File: config.mk
export PLATFORM = sky130hd
export DESIGN_NAME = cfg_lock_ctrl
export DESIGN_NICKNAME = d
export VERILOG_FILES = /design/src/rtl/cfg_lock_pkg.sv /design/src/rtl/cfg_ctrl_reg.sv /design/src/rtl/cfg_lock_arb.sv /design/src/rtl/cfg_src_mux.sv /design/src/rtl/cfg_lock_ctrl.sv
export SDC_FILE = /design/constraint.sdc
export NUM_CORES = 1
export LEC_CHECK = 0
export ABC_AREA = 0
export BUFFER_PORTS_ARGS = -buffer_cell sky130_fd_sc_hd__buf_2
export CORE_UTILIZATION = 45
export CTS_BUF_LIST = sky130_fd_sc_hd__clkbuf_4
export DETAILED_ROUTE_END_ITERATION = 8
export PLACE_DENSITY = 0.82
export REMOVE_ABC_BUFFERS = 1
export SYNTH_ARGS = -nofsm -noshare
export SYNTH_HDL_FRONTEND = slang
export SYNTH_SLANG_ARGS = --single-unit
File: constraint.sdc
create_clock -name clk -period 2.3 [get_ports clk]
set_clock_uncertainty 0.05 [all_clocks]
set_input_delay 0.23 -clock clk [delete_from_list [all_inputs] [get_ports clk]]
set_output_delay 0.23 -clock clk [all_outputs]
set_load 0.03 [all_outputs]
File: src/rtl/cfg_lock_pkg.sv
package cfg_lock_pkg;
   localparam int REG_W      = 16;
   localparam int CFG_ADDR_W = 3;
   localparam int B_LOCK     = 0;
   localparam int B_FLOCK    = 1;
   localparam int B_MODE     = 2;
   localparam int B_FMODE    = 3;
   localparam int B_FADDR    = 4;
   localparam int B_START    = 5;
   localparam int B_SRC      = 6;
   localparam int B_CRST     = 7;
   localparam int B_ERREN    = 8;
   localparam int B_BUFEN    = 9;
   localparam int B_ADDR_LO  = 13;

   typedef enum logic [1:0] {OWN_NONE, OWN_ENG, OWN_HOST} owner_e;

   typedef struct packed {
      logic [CFG_ADDR_W-1:0] addr;
      logic buf_en;
      logic err_en;
      logic crst;
      logic src;
      logic faddr;
      logic fmode;
      logic mode;
      logic flock;
      logic lock;
   } ctrl_t;

   function automatic ctrl_t word_to_ctrl(input logic [REG_W-1:0] w);
      ctrl_t c;
      c.addr   = w[B_ADDR_LO +: CFG_ADDR_W];
      c.buf_en = w[B_BUFEN];
      c.err_en = w[B_ERREN];
      c.crst   = w[B_CRST];
      c.src    = w[B_SRC];
      c.faddr  = w[B_FADDR];
      c.fmode  = w[B_FMODE];
      c.mode   = w[B_MODE];
      c.flock  = w[B_FLOCK];
      c.lock   = w[B_LOCK];
      return c;
   endfunction

   function automatic logic [REG_W-1:0] ctrl_to_word(input ctrl_t c);
      logic [REG_W-1:0] w;
      w = '0;
      w[B_ADDR_LO +: CFG_ADDR_W] = c.addr;
      w[B_BUFEN] = c.buf_en;
      w[B_ERREN] = c.err_en;
      w[B_CRST]  = c.crst;
      w[B_SRC]   = c.src;
      w[B_FADDR] = c.faddr;
      w[B_FMODE] = c.fmode;
      w[B_MODE]  = c.mode;
      w[B_FLOCK] = c.flock;
      w[B_LOCK]  = c.lock;
      return w;
   endfunction
endpackage

File: src/rtl/cfg_ctrl_reg.sv
module cfg_ctrl_reg
   import cfg_lock_pkg::*;
(
   input  logic             clk,
   input  logic             rst_n,
   input  logic             wr_en,
   input  logic [REG_W-1:0] wr_data,
   input  logic             eff_mode,
   output ctrl_t            ctrl,
   output logic [REG_W-1:0] rd_data,
   output logic             start_pulse
);
   ctrl_t ctrl_q;
   logic  armed_q;
   logic  start_wr;
   logic  unused_bits;

   assign start_wr    = wr_en && wr_data[B_START];
   assign unused_bits = ^wr_data[B_ADDR_LO-1:B_BUFEN+1];

   always_ff @(posedge clk) begin
      if (!rst_n) begin
         ctrl_q      <= '0;
         armed_q     <= 1'b1;
         start_pulse <= 1'b0;
      end else begin
         if (wr_en) ctrl_q <= word_to_ctrl(wr_data);
         start_pulse <= !ctrl_q.crst && ((armed_q && eff_mode) || start_wr);
         armed_q     <= ctrl_q.crst;
      end
   end

   assign ctrl    = ctrl_q;
   assign rd_data = ctrl_to_word(ctrl_q);
endmodule

File: src/rtl/cfg_lock_arb.sv
module cfg_lock_arb
   import cfg_lock_pkg::*;
#(
   parameter bit ENG_WINS_TIE = 1'b1
) (
   input  logic clk,
   input  logic rst_n,
   input  logic clr,
   input  logic force_lock,
   input  logic eng_req,
   input  logic host_req,
   output logic eng_grant,
   output logic host_grant
);
   owner_e own_q, own_d, pick;

   generate
      if (ENG_WINS_TIE) begin : g_eng_first
         always_comb
            pick = eng_req ? OWN_ENG : (host_req ? OWN_HOST : OWN_NONE);
      end else begin : g_host_first
         always_comb
            pick = host_req ? OWN_HOST : (eng_req ? OWN_ENG : OWN_NONE);
      end
   endgenerate

   always_comb begin
      if (force_lock)
         own_d = host_req ? OWN_HOST : OWN_NONE;
      else if (own_q == OWN_ENG && eng_req)
         own_d = OWN_ENG;
      else if (own_q == OWN_HOST && host_req)
         own_d = OWN_HOST;
      else
         own_d = pick;
   end

   always_ff @(posedge clk) begin
      if (!rst_n || clr) own_q <= OWN_NONE;
      else               own_q <= own_d;
   end

   assign eng_grant  = (own_q == OWN_ENG);
   assign host_grant = (own_q == OWN_HOST);
endmodule

File: src/rtl/cfg_src_mux.sv
module cfg_src_mux
   import cfg_lock_pkg::*;
#(
   parameter int PIN_ADDR_W = 2
) (
   input  logic                  force_mode,
   input  logic                  reg_mode,
   input  logic                  mode_pin,
   input  logic                  force_addr,
   input  logic [CFG_ADDR_W-1:0] reg_addr,
   input  logic [PIN_ADDR_W-1:0] addr_pin,
   input  logic                  buf_en,
   input  logic                  err_en,
   input  logic                  buf_rdy_evt,
   input  logic                  err_evt,
   output logic                  eff_mode,
   output logic [CFG_ADDR_W-1:0] eff_addr,
   output logic                  irq
);
   logic [CFG_ADDR_W-1:0] pin_ext;

   generate
      if (PIN_ADDR_W == CFG_ADDR_W) begin : g_pin_full
         assign pin_ext = addr_pin;
      end else begin : g_pin_ext
         assign pin_ext = {{(CFG_ADDR_W-PIN_ADDR_W){1'b0}}, addr_pin};
      end
   endgenerate

   assign eff_mode = force_mode ? reg_mode : mode_pin;
   assign eff_addr = force_addr ? reg_addr : pin_ext;
   assign irq      = (buf_rdy_evt && buf_en) || (err_evt && err_en);
endmodule

File: src/rtl/cfg_lock_ctrl.sv
module cfg_lock_ctrl
   import cfg_lock_pkg::*;
#(
   parameter int PIN_ADDR_W   = 2,
   parameter bit ENG_WINS_TIE = 1'b1
) (
   input  logic                  clk,
   input  logic                  rst_n,
   input  logic                  wr_en,
   input  logic [REG_W-1:0]      wr_data,
   output logic [REG_W-1:0]      rd_data,
   input  logic                  eng_req,
   output logic                  eng_grant,
   output logic                  host_grant,
   input  logic                  mode_pin,
   input  logic [PIN_ADDR_W-1:0] addr_pin,
   output logic                  cfg_mode,
   output logic [CFG_ADDR_W-1:0] cfg_addr,
   output logic                  cfg_src,
   output logic                  cfg_start,
   output logic                  ctl_reset,
   output logic                  card_soft_reset,
   input  logic                  buf_rdy_evt,
   input  logic                  err_evt,
   output logic                  irq
);
   generate
      if (PIN_ADDR_W < 1 || PIN_ADDR_W > CFG_ADDR_W) begin : g_bad_pin_w
         $error("PIN_ADDR_W must lie in 1..CFG_ADDR_W");
      end
      if (REG_W < B_ADDR_LO + CFG_ADDR_W) begin : g_bad_reg_w
         $error("control word too narrow for the address field");
      end
   endgenerate

   ctrl_t ctrl;

   cfg_ctrl_reg u_reg (
      .clk        (clk),
      .rst_n      (rst_n),
      .wr_en      (wr_en),
      .wr_data    (wr_data),
      .eff_mode   (cfg_mode),
      .ctrl       (ctrl),
      .rd_data    (rd_data),
      .start_pulse(cfg_start)
   );

   cfg_lock_arb #(.ENG_WINS_TIE(ENG_WINS_TIE)) u_arb (
      .clk       (clk),
      .rst_n     (rst_n),
      .clr       (ctrl.crst),
      .force_lock(ctrl.flock),
      .eng_req   (eng_req),
      .host_req  (ctrl.lock),
      .eng_grant (eng_grant),
      .host_grant(host_grant)
   );

   cfg_src_mux #(.PIN_ADDR_W(PIN_ADDR_W)) u_mux (
      .force_mode (ctrl.fmode),
      .reg_mode   (ctrl.mode),
      .mode_pin   (mode_pin),
      .force_addr (ctrl.faddr),
      .reg_addr   (ctrl.addr),
      .addr_pin   (addr_pin),
      .buf_en     (ctrl.buf_en),
      .err_en     (ctrl.err_en),
      .buf_rdy_evt(buf_rdy_evt),
      .err_evt    (err_evt),
      .eff_mode   (cfg_mode),
      .eff_addr   (cfg_addr),
      .irq        (irq)
   );

   assign cfg_src         = ctrl.src;
   assign ctl_reset       = ctrl.crst;
   assign card_soft_reset = ctrl.crst;
endmodule

==> impl_metrics.py <==
metrics = {
    "hold_path": {
        "hold_class": "primary input to flip-flop",
    },
    "synth": {
        "yosysTopAreaCell": "sky130_fd_sc_hd__dfxtp_1",
        "synth_cell_type_count": 18,
        "synth-main-ff-cell": "sky130_fd_sc_hd__dfxtp_1",
        "syn-mean-instance-area_sq_um": 10.9,
        "synth_commonest_cells": "sky130_fd_sc_hd__dfxtp_1 (16), sky130_fd_sc_hd__buf_4 (14), sky130_fd_sc_hd__nor2b_1 (13)",
        "synth-edff-count": 0,
        "syn-instance-count": 71,
        "ys_top_cells_by_area": "sky130_fd_sc_hd__dfxtp_1 (41%), sky130_fd_sc_hd__mux2i_1 (15%), sky130_fd_sc_hd__buf_4 (14%), sky130_fd_sc_hd__nor2b_1 (10%), sky130_fd_sc_hd__mux2_2 (4.4%)",
        "ys_async_sr_fraction_pct": 0,
        "synth_sequential_area_ratio_pct": 41.3,
        "synth.cell_area_sq_um": 776,
        "ys.warnings.count": 0,
        "synth.ff_latch_count": 16,
        "synth_top_area_share_pct": 41.3,
        "yosysMostFrequentCell": "sky130_fd_sc_hd__dfxtp_1",
    },
    "critical_path": {
        "timing.critical_path.required_ps": 2020,
        "rrSetupSlack_ps": 1210,
        "r2r_start": "u_reg.ctrl[6]",
        "reg2reg_depth": 3,
        "timing.critical_path.fanout_max": 5,
        "startpoint_type": "flip-flop",
        "endpoint": "cfg_addr[0]",
        "reg2reg_to": "u_arb.own_q[0]",
        "critPathCaptureType": "primary output",
        "worst_ep_arrival_time_ps": 1210,
        "critPathKind": "flip-flop to primary output",
        "crit_path_start": "u_reg.ctrl[4]",
    },
    "timing": {
        "setup-violations-final": 0,
        "post-route-worst-setup-slack_ps": 810,
        "timing_max_transition_violations_final": 0,
        "timing.final.crit_share_pct": 64.8,
        "finalSetupTns_ps": 0,
        "rsz0062_at_grt": "false",
        "finalHoldViolCount": 0,
        "layout_min_cycle_time_ps": 1490,
        "max_freq_mhz": 671,
    },
    "floorplanning": {
        "core-area_sq_mm": 0.00156,
        "floorplan.rows": 14,
        "dieHeight_microns": 43.5,
        "initial_utilization_pct": 49.8,
        "design.portCount": 52,
        "die_area_sq_mm": 0.00189,
        "die-width_microns": 43.5,
    },
    "global_routing": {
        "grt_pass1_wl_microns": 2130,
        "top_usage_layer": "met2",
        "number_of_antenna_violations_at_the_first_check_in_global_routing": 0,
        "global_route.usage.met1_pct": 17.6,
        "groute.usage.overall_pct": 15.3,
        "grt_max_degree": 15,
        "global_route.usage.met2_pct": 25.8,
        "global_route.overflow_total": 0,
        "global_route.usage.met3_pct": 4.58,
        "first_global_vias": 507,
    },
    "cts": {
        "cts.hold.buffers_added": 0,
        "inserted_clock_buffers": 3,
        "number_of_cells_upsized_or_downsized_after_cts": 0,
        "clock_tree.root_cell": "sky130_fd_sc_hd__clkbuf_4",
        "cts.clk_slew.worst_paths_ps": 90,
        "clkSinkCount": 16,
        "tritoncts": "yes",
        "cts_setup_buffers": 0,
        "cts.htree.levels": 1,
        "worst_skew_pair.late_latency_ps": 280,
        "cts_buffer_depth": 2,
    },
    "routing": {
        "avgViaCountPerCell": 4.76,
        "routed-via-count": 581,
        "post_detailed_route_wirelength_per_cell_microns": 11.0,
        "drt-pass1-iter-count": 5,
        "detail-route-antenna-nets": 0,
        "routed_wl_microns": 1350,
        "drt_iter0_drc": 11,
        "drt_drc_violations_left": 10,
    },
    "finish": {
        "layout-drive-gt1-share_pct": 50.9,
        "fill_cells": 141,
        "num-nets-final": 132,
        "area_growth_pct": 20.3,
        "num_antenna_cells": 0,
        "sequential_cell_area_sq_um": 320,
        "multiInputGateArea_sq_um": 339,
    },
    "place": {
        "gp_routability_congestion": 0.679,
        "pre_cts_slack_ps": 1110,
        "hpwl_after_detailed_placement_microns": 1040,
        "io_buffers": 44,
    },
    "run_status": {
        "failing_checks": "design-rule violations",
        "run_status": "complete, but fails checks",
    },
    "pwr": {
        "p_leak_nw": 0.504,
        "pwr_density_cell_mw_per_mm2": 640,
        "worst_voltage_drop_across_the_vdd_grid_v": 0.000312,
    },
    "flow_run": {
        "max_cap_violations": 0,
    },
}
-- worst max-delay path, stage by stage (launching register included) --
cell and delay (ps):
sky130_fd_sc_hd__dfxtp_1 410, sky130_fd_sc_hd__mux2_2 350, sky130_fd_sc_hd__buf_2 170
-- worst min path at each step --
stage | from | endpoint | slack [ps] | depth (start not counted)
after global routing | wr_data[1] | u_reg.ctrl[1] | 150 | 3
after floorplan | rst_n | u_reg.ctrl[0] | 310 | 1
after detailed placement | u_reg.armed_q | u_reg.start_pulse | 390 | 1
after global placement | u_reg.armed_q | u_reg.start_pulse | 390 | 1
after CTS | wr_data[7] | u_reg.ctrl[6] | 140 | 3
final | wr_data[1] | u_reg.ctrl[1] | 150 | 3
-- through the flow --
stage	cells	total power [mW]	cell area (sq um)	hold slack, ps	util, %
after global placement	118	0.456	907	390	58.2
after CTS	122	0.609	933	144	59.9
after floorplan	58	0.407	667	308	-
final	122	0.598	933	152	59.9
after global routing	122	0.628	933	146	59.9
after detailed placement	118	0.460	907	391	58.2
-- state kept, by name, summed over array words and instances (netlist names) --
register and cells:
u_arb.own_q 2, u_reg.armed_q 1, u_reg.ctrl 12, u_reg.start_pulse 1
-- logic make-up after synthesis --
kind of cell	synth area share, %
buffers and inverters	16.5
AOI/OAI and AO/OA	7.10
other	0.483
and+or+nand+nor	14.8
DFF	41.3
muxes	19.8
-- where the power goes --
group	switching, mW	total, mW	internal [mW]
clock	0.0836	0.146	0.0629
combinational	0.0905	0.145	0.0547
sequential	0.0124	0.306	0.294
-- cells in the final DEF, fill, tap and decap left out --
master and instances:
sky130_fd_sc_hd__buf_2 44, sky130_fd_sc_hd__dfxtp_1 16, sky130_fd_sc_hd__nor2b_1 13, sky130_fd_sc_hd__mux2i_1 12
sky130_fd_sc_hd__conb_1 4, sky130_fd_sc_hd__mux2_2 3, sky130_fd_sc_hd__clkbuf_4 3, sky130_fd_sc_hd__nor2b_2 1
sky130_fd_sc_hd__and2_1 1, sky130_fd_sc_hd__a22o_1 1, sky130_fd_sc_hd__and2b_2 1, sky130_fd_sc_hd__and4b_1 1
sky130_fd_sc_hd__a31o_1 1, sky130_fd_sc_hd__inv_2 1, sky130_fd_sc_hd__inv_1 1, sky130_fd_sc_hd__a2111oi_4 1
sky130_fd_sc_hd__o311a_1 1, sky130_fd_sc_hd__clkinv_1 1
-- routing by layer --
layer	up-vias	share of wire [%]
met5	-	0
met4	0	0
met3	0	7.9
met2	30	49
met1	263	43
li1	288	-
-- final cells by class --
type / instances / area share (%)
Multi-Input combinational cell: 40 / 36.3
Clock inverter: 1 / 0.402
Timing Repair Buffer: 44 / 23.6
Sequential cell: 16 / 34.3
Tap cell: 16 / 2.14
Inverter: 2 / 0.804
Clock buffer: 3 / 2.41
Power figures use the tool's default switching activity.
